$ cat config.mk
export PLATFORM = sky130hd
export DESIGN_NAME = touch_relax_counter
export DESIGN_NICKNAME = d
export VERILOG_FILES = /design/src/rtl/touch_relax_pkg.sv /design/src/rtl/touch_relax_ctrl.sv /design/src/rtl/touch_relax_datapath.sv /design/src/rtl/touch_relax_counter.sv
export SDC_FILE = /design/constraint.sdc
export NUM_CORES = 1
export LEC_CHECK = 0
export BUFFER_PORTS_ARGS = -buffer_cell sky130_fd_sc_hd__buf_2
export CORE_ASPECT_RATIO = 0.75
export CORE_MARGIN = 2
export CORE_UTILIZATION = 60
export CTS_CLUSTER_DIAMETER = 40
export DETAILED_ROUTE_END_ITERATION = 10
export PLACE_DENSITY = 0.88
export SYNTH_ARGS = -nofsm -noshare
export SYNTH_HDL_FRONTEND = slang
export SYNTH_SLANG_ARGS = --single-unit
$ cat constraint.sdc
create_clock -name clk -period 4 [get_ports clk]
set_clock_uncertainty 0.15 [all_clocks]
set_input_delay 0.8 -clock clk [delete_from_list [all_inputs] [get_ports clk]]
set_output_delay 0.8 -clock clk [all_outputs]
set_load 0.05 [all_outputs]
$ cat src/rtl/touch_relax_pkg.sv
package touch_relax_pkg;

  localparam int LOW_W = 5;

  typedef enum logic [2:0] {
    ST_OFF,
    ST_LOW,
    ST_MEAS,
    ST_DONE,
    ST_REF
  } relaxState_t;

  // strobes from control to datapath
  typedef struct packed {
    logic clearAll;
    logic lowRun;
    logic measRun;
    logic accumEn;
    logic cycleDone;
    logic setIrq;
    logic refRun;
  } relaxStrobe_t;

  // status from datapath to control
  typedef struct packed {
    logic lowDone;
    logic blankDone;
    logic cmpHigh;
    logic lastCycle;
  } relaxStatus_t;

  function automatic logic [LOW_W-1:0] lowLimit(input logic [1:0] code);
    case (code)
      2'd0:    return LOW_W'(1);
      2'd1:    return LOW_W'(2);
      2'd2:    return LOW_W'(8);
      default: return LOW_W'(16);
    endcase
  endfunction

endpackage

$ cat src/rtl/touch_relax_ctrl.sv
module touch_relax_ctrl
  import touch_relax_pkg::*;
(
  input  logic         clk,
  input  logic         rstN,
  input  logic         enable,
  input  logic         refClkMode,
  input  relaxStatus_t status,
  output relaxStrobe_t strobe
);

  relaxState_t state, stateNext;

  always_ff @(posedge clk or negedge rstN) begin
    if (!rstN) state <= ST_OFF;
    else       state <= stateNext;
  end

  always_comb begin
    stateNext = state;
    strobe    = '0;
    if (!enable) begin
      strobe.clearAll = 1'b1;
      stateNext       = ST_OFF;
    end else begin
      case (state)
        ST_OFF: begin
          stateNext = refClkMode ? ST_REF : ST_LOW;
        end
        ST_LOW: begin
          strobe.lowRun = 1'b1;
          if (status.lowDone) stateNext = ST_MEAS;
        end
        ST_MEAS: begin
          strobe.measRun = 1'b1;
          if (status.blankDone && status.cmpHigh) begin
            strobe.cycleDone = 1'b1;
            if (status.lastCycle) begin
              strobe.setIrq = 1'b1;
              stateNext     = ST_DONE;
            end else begin
              stateNext = ST_LOW;
            end
          end else begin
            strobe.accumEn = 1'b1;
          end
        end
        ST_DONE: stateNext = ST_DONE;
        ST_REF: begin
          strobe.refRun = 1'b1;
        end
        default: stateNext = ST_OFF;
      endcase
    end
  end

endmodule

$ cat src/rtl/touch_relax_datapath.sv
module touch_relax_datapath
  import touch_relax_pkg::*;
#(
  parameter int COUNT_W     = 24,
  parameter int EXP_W       = 3,
  parameter int DIV_W       = 8,
  parameter int SYNC_STAGES = 2
) (
  input  logic               clk,
  input  logic               rstN,
  input  relaxStrobe_t       strobe,
  input  logic [1:0]         lowTimeSel,
  input  logic [EXP_W-1:0]   cycleExp,
  input  logic [DIV_W-1:0]   clkDiv,
  input  logic               clrCount,
  input  logic               irqEnable,
  input  logic               cmpIn,
  output relaxStatus_t       status,
  output logic               padOe,
  output logic               padOut,
  output logic [COUNT_W-1:0] count,
  output logic               irq
);

  localparam int MAX_EXP = (1 << EXP_W) - 1;
  localparam int CYC_W   = (MAX_EXP < 1) ? 1 : MAX_EXP;
  localparam int BLANK   = SYNC_STAGES;
  localparam int BLANK_W = $clog2(BLANK + 1);

  // comparator synchronizer
  logic [SYNC_STAGES-1:0] syncChain;
  generate
    if (SYNC_STAGES == 1) begin : g_sync1
      always_ff @(posedge clk or negedge rstN) begin
        if (!rstN) syncChain <= '0;
        else       syncChain <= cmpIn;
      end
    end else begin : g_syncN
      always_ff @(posedge clk or negedge rstN) begin
        if (!rstN) syncChain <= '0;
        else       syncChain <= {syncChain[SYNC_STAGES-2:0], cmpIn};
      end
    end
  endgenerate

  logic [LOW_W-1:0]   lowCnt;
  logic [BLANK_W-1:0] blankCnt;
  logic [CYC_W-1:0]   cycleCnt;
  logic [CYC_W-1:0]   cycleLast;
  logic [DIV_W-1:0]   divCnt;
  logic               refLevel;
  logic [COUNT_W-1:0] accum;
  logic               irqFlag;

  // discharge timer
  always_ff @(posedge clk or negedge rstN) begin
    if (!rstN)              lowCnt <= '0;
    else if (!strobe.lowRun) lowCnt <= '0;
    else                     lowCnt <= lowCnt + 1'b1;
  end

  // blanking window covering the synchronizer delay
  always_ff @(posedge clk or negedge rstN) begin
    if (!rstN)                      blankCnt <= '0;
    else if (!strobe.measRun)       blankCnt <= '0;
    else if (blankCnt < BLANK_W'(BLANK)) blankCnt <= blankCnt + 1'b1;
  end

  // relaxation cycle counter
  always_ff @(posedge clk or negedge rstN) begin
    if (!rstN)                 cycleCnt <= '0;
    else if (strobe.clearAll)  cycleCnt <= '0;
    else if (strobe.cycleDone) cycleCnt <= cycleCnt + 1'b1;
  end

  assign cycleLast = {CYC_W{1'b1}} >> (MAX_EXP - int'(cycleExp));

  // saturating accumulator
  always_ff @(posedge clk or negedge rstN) begin
    if (!rstN)                           accum <= '0;
    else if (strobe.clearAll || clrCount) accum <= '0;
    else if (strobe.accumEn && (accum != {COUNT_W{1'b1}}))
      accum <= accum + 1'b1;
  end

  // reference clock divider
  always_ff @(posedge clk or negedge rstN) begin
    if (!rstN) begin
      divCnt   <= '0;
      refLevel <= 1'b0;
    end else if (!strobe.refRun) begin
      divCnt   <= '0;
      refLevel <= 1'b0;
    end else if (divCnt == clkDiv) begin
      divCnt   <= '0;
      refLevel <= ~refLevel;
    end else begin
      divCnt <= divCnt + 1'b1;
    end
  end

  // sticky interrupt
  always_ff @(posedge clk or negedge rstN) begin
    if (!rstN)                             irqFlag <= 1'b0;
    else if (strobe.clearAll || !irqEnable) irqFlag <= 1'b0;
    else if (strobe.setIrq)                 irqFlag <= 1'b1;
  end

  always_comb begin
    status.lowDone   = (lowCnt == (lowLimit(lowTimeSel) - 1'b1));
    status.blankDone = (blankCnt >= BLANK_W'(BLANK));
    status.cmpHigh   = syncChain[SYNC_STAGES-1];
    status.lastCycle = (cycleCnt == cycleLast);
  end

  assign padOe  = strobe.lowRun | strobe.refRun;
  assign padOut = strobe.refRun & refLevel;
  assign count  = accum;
  assign irq    = irqFlag;

endmodule

$ cat src/rtl/touch_relax_counter.sv
module touch_relax_counter
  import touch_relax_pkg::*;
#(
  parameter int COUNT_W = 24,
  parameter int EXP_W   = 3,
  parameter int DIV_W   = 8
) (
  input  logic               clk,
  input  logic               rstN,
  input  logic               enable,
  input  logic               refClkMode,
  input  logic [1:0]         lowTimeSel,
  input  logic [EXP_W-1:0]   cycleExp,
  input  logic [DIV_W-1:0]   clkDiv,
  input  logic               clrCount,
  input  logic               irqEnable,
  input  logic               cmpIn,
  output logic               padOe,
  output logic               padOut,
  output logic [COUNT_W-1:0] count,
  output logic               irq
);

  relaxStrobe_t strobe;
  relaxStatus_t status;

  touch_relax_ctrl u_ctrl (
    .clk        (clk),
    .rstN       (rstN),
    .enable     (enable),
    .refClkMode (refClkMode),
    .status     (status),
    .strobe     (strobe)
  );

  touch_relax_datapath #(
    .COUNT_W     (COUNT_W),
    .EXP_W       (EXP_W),
    .DIV_W       (DIV_W),
    .SYNC_STAGES (2)
  ) u_path (
    .clk        (clk),
    .rstN       (rstN),
    .strobe     (strobe),
    .lowTimeSel (lowTimeSel),
    .cycleExp   (cycleExp),
    .clkDiv     (clkDiv),
    .clrCount   (clrCount),
    .irqEnable  (irqEnable),
    .cmpIn      (cmpIn),
    .status     (status),
    .padOe      (padOe),
    .padOut     (padOut),
    .count      (count),
    .irq        (irq)
  );

endmodule

==> key figures, run 1 <==
Final layout
  – Antenna diode count: 0
  – Final #Nets: 382
  – Layout cells sized above 1: 18.5%
  – Register area: 1330 um2
  – Multi-input gate area: between 1500 and 2000 um2
  – Final instance area: approximately 3400 um2
  – Synthesis-to-finish area growth: 12.8%
  – FILL cells: 348

Worst setup path
  – Required @ worst endpoint: 3050 ps
  – Critical R2R Capture: u_path.count[11]$_DFFE_PN0P_
  – Worst setup startpoint: enable
  – R2r setup slk: 1410 ps
  – R2R cell count: 6
  – R2r startpoint: u_path.blankCnt[1]$_DFFE_PN0P_
  – CP Launch Type: input port
  – Worst setup path endpoint: padOe
  – Crit Path Class: input port to primary output
  – Worst Setup End Kind: primary output
  – Max FO, Critical Path: 14
  – Arrival time worst endpoint: between 1500 and 2000 ps

Synthesis
  – Share of the synthesized area in the top cell type: between 40% and 50%
  – Syn Nets: 335
  – Mean Syn Cell Area: 9.75 um2
  – Top cells by area, synth: dfrtp_1 (44%), xnor2_1 (11%), nor2_1 (5.4%)
  – Dominant cell type by area after synthesis: dfrtp_1
  – Number of synthesized flops with an enable pin: 0
  – Syn Inst Count: 309
  – Seq cells post-synth: 53
  – Sequential share of the synthesized area: 44.0%
  – Post-Syn Area: 3010 um2
  – Async set or reset register ratio after synthesis: 100%
  – Ys Warns: 0
  – Synth cell types: 49
  – Synth Flop Type: dfrtp_1

Worst hold path
  – Min-Delay Path Class: flop to flop
  – Hold path depth: 0

Power
  – Clock Power Share: 31.0%
  – Comb power frac: 11.8%
  – PwrDens: 295 nW/um2
  – Sw frac: 26.9%
  – Total power: 1.00 mW
  – Peak VDD IR: about 260 uV
  – Static Leak: 1.45 nW
  – Sw Pwr: 270 uW
  – Internal power: around 730 uW
  – Sequential power share: 57.2%

STA
  – Least-Margin Pin Slew: 1060 ps
  – Relative slew margins: 28.6%
  – Final setup vio count: 0
  – Final Hold Viols: 0
  – Min cycle time layout: 2850 ps
  – RSZ-0062 raised after global routing: no
  – Period utilization: a little under three quarters
  – Slew Viols, Final: 0
  – Fin Setup TNS: 0 ps
  – Fmax: around 0.35 GHz

GRT
  – Vias in the first global route: 2364
  – GRT Overall Usage: 25.2%
  – Largest net degree at the start of global routing: 34
  – Grt ovf: 0
  – First-pass GRT wire length: 11100 um
  – Antenna violations before repair: 0

Clock network
  – Post-CTS Setup Repair Bufs: 0
  – # H-tree levels: 2
  – Max Buffers Root-to-Sink: 2
  – CTS buffer count: 5
  – CTS tree: built
  – Cts repair resizes: 0
  – CTS clk-pin slew, worst paths: about 90 ps
  – Cts hold-fix bufs: 0
  – # clock sinks: 53
  – Clock tree root driver cell: clkbuf_8
  – Worst skew pair latency: 310 ps

Floorplanning
  – DIE WIDTH: 85.8 um
  – Die height: 65.4 um
  – # IOs: between 40 and 50
  – # rows: 22
  – Initial Utilization: 61.8%
  – DIE AREA: about 5600 um2
  – Core area: between 4000 and 5000 um2

Route
  – Drt total wl: roughly 6600 um
  – Detail Route Antenna Nets: 0
  – Drt first pass iters: 7
  – 1st-iter DRT viols: 191
  – Vias: roughly 2500
  – DRC: 0
  – Vias per Instance: 6.07
  – Wire length per cell: ~16 um

Place
  – Placed instance area: 3310 um2
  – PortBufs: between 40 and 50
  – Gpl congestion: 0.858
  – Detail Placement HPWL: roughly 4700 um

Status
  – Status: complete, no violations

Flow run
  – Max Cap Violations: 0
worst max-delay path, cell delays in order:
cell	delay, ps
buf_2	250
nor3b_1	360
nand2_1	150
nand2_1	80
buf_2	260
registers in the layout (all words and copies together), names as in the netlist:
| name | count |
|---|---|
| u_path.refLevel | 1 |
| u_path.count | 24 |
| u_path.blankCnt | 2 |
| u_path.divCnt | 8 |
| u_path.lowCnt | 5 |
| u_path.cycleCnt | 7 |
| u_path.syncChain | 2 |
| u_ctrl.state | 3 |
| u_path.irq | 1 |
synth_stat cells, drive strengths merged (7+ instances only):
cell type  count
a21oi          9
dfrtp         53
nand2         13
o21ai          7
a211oi        10
nor2          43
nand3         16
nand4         12
clkbuf         8
and3           9
xor2          10
inv           11
xnor2         38
layout make-up:
type	instances	share of cell area [%]
Multi-Input combinational cell	235	47.2
Sequential cell	53	39.0
Clock buffer	6	2.43
Inverter	11	1.22
Clock inverter	1	0.221
Timing Repair Buffer	50	7.66
Tap cell	60	2.21
kinds of logic after synthesis:
kind of cell | count (synthesis) | synth area share, %
and+or+nand+nor | 139 | 26.3
buffers and inverters | 21 | 2.70
xor gates and xnor gates | 48 | 14.0
muxes | 3 | 0.997
DFF | 53 | 44.0
adders and majority gates | 6 | 2.49
AOI/OAI and AO/OA | 39 | 9.55
per-layer routing:
metal / wire length, um / global-route usage, % / vias up
met1: 3010 / 36.2 / 1227
met3: 421 / 4.40 / 11
met4: 70 / 9.52 / 0
li1: - / - / 1181
met5: 0 / 0 / -
met2: 3070 / 38.5 / 105
cell usage in the layout (no fill, tap or decap), types with 4 or more instances in the layout:
master    instances
xor2_1           10
dfrtp_1          53
buf_2            46
a21oi_1           9
or3_1             4
xnor2_1          38
clkbuf_8          6
nor3_1            6
nand4_1          12
nand2_1          13
a211oi_1         10
nor2_1           43
buf_4             4
ha_1              6
nand3_1          16
o21ai_0           6
inv_1            11
and2_1            6
and3_1            9
worst min path at each step:
stage                                       start                             to  slack (ps)
detailed placement  u_path.syncChain[0]$_DFF_PN0_  u_path.syncChain[1]$_DFF_PN0_         190
CTS                 u_path.syncChain[0]$_DFF_PN0_  u_path.syncChain[1]$_DFF_PN0_         210
floorplan           u_path.syncChain[0]$_DFF_PN0_  u_path.syncChain[1]$_DFF_PN0_         180
finish              u_path.syncChain[0]$_DFF_PN0_  u_path.syncChain[1]$_DFF_PN0_         210
global route        u_path.syncChain[0]$_DFF_PN0_  u_path.syncChain[1]$_DFF_PN0_         230
global placement    u_path.syncChain[0]$_DFF_PN0_  u_path.syncChain[1]$_DFF_PN0_         180
power by group through the flow:
stage | logic [mW] | registers [mW] | clock network (mW)
2_1_floorplan | 0.0784 | 0.578 | 0
3_3_place_gp | 0.113 | 0.582 | 0
3_5_place_dp | 0.118 | 0.583 | 0
4_1_cts | 0.119 | 0.573 | 0.315
5_1_grt | 0.132 | 0.576 | 0.343
6_report | 0.118 | 0.574 | 0.311
stage by stage:
stage	cells	hold WS [ps]	utilization [%]	setup WS [ps]
after floorplan	309	181	-	1440
final	416	208	69.7	1150
after detailed placement	409	189	67.9	1120
after global routing	416	230	69.7	1040
after global placement	409	184	67.9	1180
after CTS	416	209	69.7	1160
(Power assumes the default switching activity.)
==> run 2, diff against run 1 <==
--- a/config.mk
+++ b/config.mk
@@ -8,10 +8,10 @@
 export BUFFER_PORTS_ARGS = -buffer_cell sky130_fd_sc_hd__buf_2
 export CORE_ASPECT_RATIO = 0.75
 export CORE_MARGIN = 2
-export CORE_UTILIZATION = 60
+export CORE_UTILIZATION = 57
 export CTS_CLUSTER_DIAMETER = 40
 export DETAILED_ROUTE_END_ITERATION = 10
-export PLACE_DENSITY = 0.88
+export PLACE_DENSITY = 0.84
 export SYNTH_ARGS = -nofsm -noshare
 export SYNTH_HDL_FRONTEND = slang
 export SYNTH_SLANG_ARGS = --single-unit
==> constraint.sdc (replaced) <==
create_clock -name clk -period 2.76 [get_ports clk]
set_clock_uncertainty 0.15 [all_clocks]
set_input_delay 0.552 -clock clk [delete_from_list [all_inputs] [get_ports clk]]
set_output_delay 0.552 -clock clk [all_outputs]
set_load 0.05 [all_outputs]
==> run 2 against run 1 <==
Routed wire length decreased by 0.79%. Worst hold slack got worse by 100 ps. Clock-buffer cell count unchanged. Core utilization increased by 0.12 points. Final cell count increased by 4.3%. Via count decreased by 1.5%. Critical endpoint is now u_path.count[13]$_DFFE_PN0P_.
==> key figures, run 2 (synthesized netlist as in run 1, its figures left out) <==
GRT
  – Grt ovf: 0
  – Met3 usage: between 5 and 6%
  – GRT Overall Usage: 24.3%
  – First-pass GRT wire length: between 10000 and 15000 um
  – Largest net degree at the start of global routing: 31
  – Antenna violations before repair: 0
  – Met2 GRT Util: 38.6%
  – GR peak layer: met2
  – Met1 usage: 32.6%
  – Vias in the first global route: ~2300

Clock network
  – Cts repair resizes: 0
  – CTS buffer count: 5
  – Post-CTS Setup Repair Bufs: 0
  – # clock sinks: 53
  – Cts hold-fix bufs: 0
  – CTS clk-pin slew, worst paths: ~100 ps
  – CTS tree: built
  – Worst skew pair latency: between 300 and 400 ps
  – Clock tree root driver cell: clkbuf_8
  – # H-tree levels: 2
  – Max Buffers Root-to-Sink: 2

Power
  – Peak VDD IR: between 200 and 300 uV
  – Internal power: 1.16 mW
  – Sw frac: 25.3%
  – Sw Pwr: 395 uW
  – Clock Power Share: 35.4%
  – Comb power frac: 11.3%
  – Sequential power share: ~53%
  – Total power: 1.56 mW
  – PwrDens: around 450 nW/um2
  – Static Leak: 1.49 nW

Route
  – Drt first pass iters: 4
  – DRC: 0
  – Drt total wl: about 6500 um
  – 1st-iter DRT viols: 147
  – Wire length per cell: 15.0 um
  – Detail Route Antenna Nets: 0
  – Vias: 2485
  – Vias per Instance: about 5.7

Worst setup path
  – Crit path cell chain: ha_1, o21a_1, or4_1, a2111oi_2, xnor2_1, nor2_1
  – Arrival time worst endpoint: 2560 ps
  – R2r startpoint: u_path.blankCnt[1]$_DFFE_PN0P_
  – R2R cell count: 6
  – Crit path max-delay family: simple AND/OR/NAND/NOR gates
  – CP max-delay cell: or4_1
  – R2r setup slk: between 200 and 250 ps
  – Bufs and invs on worst path: 0
  – Critical R2R Capture: u_path.count[13]$_DFFE_PN0P_
  – Crit-path max cell delay: between 700 and 800 ps
  – Crit Path Class: flop to flop
  – Max FO, Critical Path: 7
  – CP Launch Type: flop
  – Required @ worst endpoint: 2780 ps
  – Worst Setup End Kind: flop

Flow run
  – Max Cap Violations: 0

Place
  – Detail Placement HPWL: 4790 um
  – Gpl congestion: 0.834
  – Placed instance area: 3360 um2
  – # placed instances: 426
  – PortBufs: 46
  – Pre-CTS setup slack: approximately 250 ps

STA
  – Least-Margin Pin Slew: 942 ps
  – RSZ-0062 raised after global routing: no
  – Period utilization: approximately 92%
  – Final setup vio count: 0
  – Fmax: between 0.3 and 0.4 GHz
  – Hold slack final: around 100 ps
  – Final Hold Viols: 0
  – Final worst setup slack: 225 ps
  – Fin Setup TNS: 0 ps
  – Slew Viols, Final: 0
  – Relative slew margins: 37.2%
  – Min cycle time layout: 2530 ps

Final layout
  – Fin util: a little over two thirds
  – Max FFs per register: 24
  – Final instance area: 3480 um2
  – Final cell count without fillers: around 430
  – Final #Nets: 387
  – Synthesis-to-finish area growth: 15.5%
  – Most common cell after layout, fill and taps aside: dfrtp_1
  – Antenna diode count: 0
  – Highest-count cells in the layout ignoring fill and taps: dfrtp_1 (53), buf_2 (46), nor2_1 (43)
  – Layout cells sized above 1: 19.9%

Floorplanning
  – DIE WIDTH: 88.0 um
  – # IOs: 47
  – # rows: 22
  – Initial Utilization: about three fifths
  – Die height: around 67 um
  – DIE AREA: 5890 um2
  – Core area: 4980 um2

Status
  – Status: complete, no violations

Worst hold path
  – Min-Delay Path Class: input port to asynchronous set/reset pin
run 2: cell types whose count changed in the layout (fill, tap and decap cells not counted):
cell / delta
bufinv_16: +1
buf_4: +5
run 2: worst max-delay path by stage:
| stage | to | depth (start not counted) | start | slack [ps] |
|---|---|---|---|---|
| 2_1_floorplan | u_path.count[1]$_DFFE_PN0P_ | 7 | u_path.count[0]$_DFFE_PN0P_ | 250 |
| 3_3_place_gp | u_path.count[11]$_DFFE_PN0P_ | 6 | enable | 320 |
| 3_5_place_dp | u_path.count[13]$_DFFE_PN0P_ | 6 | u_path.blankCnt[1]$_DFFE_PN0P_ | 250 |
| 4_1_cts | u_path.count[13]$_DFFE_PN0P_ | 6 | u_path.blankCnt[1]$_DFFE_PN0P_ | 230 |
| 5_1_grt | u_path.count[13]$_DFFE_PN0P_ | 6 | u_path.blankCnt[1]$_DFFE_PN0P_ | 120 |
| 6_report | u_path.count[13]$_DFFE_PN0P_ | 6 | u_path.blankCnt[1]$_DFFE_PN0P_ | 230 |
run 2: worst register-to-register path, delay by kind of cell, from the launching register on:
kind / cells / cell delay, ps
AO/OA/AOI/OAI: 2 / 640
XOR/XNOR: 1 / 170
adder cells (fa/ha/maj): 1 / 220
flip-flops: 1 / 440
AND/OR/NAND/NOR: 2 / 790
run 2: power groups by stage:
stage               Combinational, mW  Sequential [mW]  Clock, mW
finish                          0.176            0.831      0.552
global route                    0.196            0.835      0.598
CTS                             0.178            0.830      0.562
detailed placement              0.178            0.845          0
global placement                0.171            0.842          0
floorplan                       0.114            0.837          0
run 2: metal layers:
metal | share of wire, % | wire length, um | up-vias
li1 | - | - | 1194
met1 | 46 | 2990 | 1187
met2 | 46 | 2990 | 92
met3 | 6.8 | 440 | 12
met4 | 1.4 | 89 | 0
met5 | 0 | 0 | -
run 2: final cells by class:
type / count / area (um2)
clock buffers: 6 / 82.6
flip-flops and latches: 53 / 1330
well taps: 72 / 90.1
fillers: 395 / 1500
repair buffers: 55 / 298
clock inverters: 2 / 37.5
multi-input cells: 235 / 1610
inverters: 11 / 41.3
==> run 3, diff against run 2 <==
--- a/config.mk
+++ b/config.mk
@@ -9,9 +9,9 @@
 export CORE_ASPECT_RATIO = 0.75
 export CORE_MARGIN = 2
 export CORE_UTILIZATION = 57
-export CTS_CLUSTER_DIAMETER = 40
+export CTS_CLUSTER_DIAMETER = 150
 export DETAILED_ROUTE_END_ITERATION = 10
-export PLACE_DENSITY = 0.84
+export PLACE_DENSITY = 0.8
 export SYNTH_ARGS = -nofsm -noshare
 export SYNTH_HDL_FRONTEND = slang
 export SYNTH_SLANG_ARGS = --single-unit
==> run 3 against run 2 <==
Die area unchanged. Routed wire length down 5.0%. Largest cell class unchanged. Global-route usage down 1.8 points. Clock power down 14%.
==> key figures, run 3 (synthesized netlist as in run 1, its figures left out) <==
GRT
  – Largest net degree at the start of global routing: 54
  – Vias in the first global route: 2274
  – Grt ovf: 0
  – Antenna violations before repair: 0
  – First-pass GRT wire length: roughly 10000 um
  – GRT Overall Usage: 22.5%

Route
  – DRC: 0
  – Vias: about 2400
  – Detail Route Antenna Nets: 0
  – Drt first pass iters: 4
  – Wire length per cell: between 10 and 15 um
  – Drt total wl: 6190 um
  – 1st-iter DRT viols: 149
  – Vias per Instance: 5.58

Floorplanning
  – DIE AREA: 5890 um2
  – # IOs: 47
  – DIE WIDTH: 88.0 um
  – # rows: 22
  – Initial Utilization: 60.5%
  – Core area: 4980 um2
  – Die height: 67.0 um

Worst setup path
  – Crit Path Class: flop to flop
  – CP max-delay cell: or4_1
  – CP Launch Type: flop
  – Bufs and invs on worst path: 0
  – Arrival time worst endpoint: approximately 2500 ps
  – Max FO, Critical Path: 7
  – Worst Setup End Kind: flop
  – Crit path cell chain: ha_1, o21a_1, or4_1, a2111oi_2, xnor2_1, nor2_1
  – Crit path max-delay family: simple AND/OR/NAND/NOR gates
  – Required @ worst endpoint: about 2800 ps
  – Crit-path max cell delay: 730 ps

Clock network
  – CTS clk-pin slew, worst paths: 100 ps
  – Clock tree root driver cell: clkbuf_8
  – Cts hold-fix bufs: 0
  – Post-CTS Setup Repair Bufs: 0
  – Cts repair resizes: 0
  – Max Buffers Root-to-Sink: 2
  – # clock sinks: 53
  – # H-tree levels: 2
  – CTS tree: built
  – Worst skew pair latency: 310 ps
  – CTS buffer count: 5

STA
  – Min cycle time layout: ~2500 ps
  – Period utilization: 90.1%
  – Slew Viols, Final: 0
  – Final Hold Viols: 0
  – Fin Setup TNS: 0 ps
  – Final setup vio count: 0
  – Fmax: 0.402 GHz
  – Relative slew margins: between 50% and 60%
  – RSZ-0062 raised after global routing: no
  – Least-Margin Pin Slew: 661 ps

Final layout
  – Max FFs per register: 24
  – Antenna diode count: 0
  – Synthesis-to-finish area growth: 14.7%
  – Most common cell after layout, fill and taps aside: dfrtp_1
  – Layout cells sized above 1: between 10% and 20%
  – Fin util: 69.3%
  – Final #Nets: 386
  – Highest-count cells in the layout ignoring fill and taps: dfrtp_1 (53), buf_2 (46), nor2_1 (43)

Power
  – Static Leak: 1.49 nW
  – Peak VDD IR: 282 uV
  – PwrDens: roughly 430 nW/um2

Status
  – Status: complete, no violations

Place
  – Gpl congestion: 0.848
  – Detail Placement HPWL: 4540 um
  – PortBufs: 46

Flow run
  – Max Cap Violations: 0

Worst hold path
  – Min-Delay Path Class: input port to asynchronous set/reset pin
[run 3: per-layer routing]
metal	part of all wire (%)	track usage [%]
met2	46	35.3
met4	0.55	6.35
met5	0	0
met1	49	32.1
met3	4.9	3.84
[run 3: layout make-up]
| type | instances | area (um2) |
|---|---|---|
| clock inverters | 1 | 5.00 |
| inverters | 11 | 41.3 |
| well taps | 72 | 90.1 |
| multi-input cells | 235 | 1610 |
| clock buffers | 7 | 96.3 |
| flip-flops and latches | 53 | 1330 |
| repair buffers | 54 | 290 |
| fillers | 406 | 1530 |
[run 3: through the flow]
stage	area, um2	power, mW	hold slack, ps	cells	worst slack (ps)
3_5_place_dp	3350	1.01	210	425	281
3_3_place_gp	3350	1.01	183	425	351
6_report	3450	1.47	192	433	273
5_1_grt	3450	1.54	199	433	138
2_1_floorplan	3010	0.951	106	309	253
4_1_cts	3450	1.48	195	433	271
[run 3: worst register-to-register path: stages (launching register included)]
cell       delay (ps)
dfrtp_1           430
ha_1              220
o21a_1            240
or4_1             730
a2111oi_2         400
xnor2_1           170
nor2_1             50
[run 3: worst paths after layout]
path	start	end	slack, ps	cells after the start
max	u_path.blankCnt[1]$_DFFE_PN0P_	u_path.count[13]$_DFFE_PN0P_	270	6
min	rstN	u_path.count[7]$_DFFE_PN0P_	190	2
max reg2reg	u_path.blankCnt[1]$_DFFE_PN0P_	u_path.count[13]$_DFFE_PN0P_	270	6
min reg2reg	u_path.syncChain[0]$_DFF_PN0_	u_path.syncChain[1]$_DFF_PN0_	230	0
max in group asynchronous	rstN	u_path.divCnt[3]$_DFF_PN0_	1800	2
min in group clk	cmpIn	u_path.syncChain[0]$_DFF_PN0_	200	1
[run 3: power by group]
group          switching (mW)  internal (mW)
Combinational          0.0992         0.0703
Sequential             0.0335          0.796
Clock                   0.246          0.227
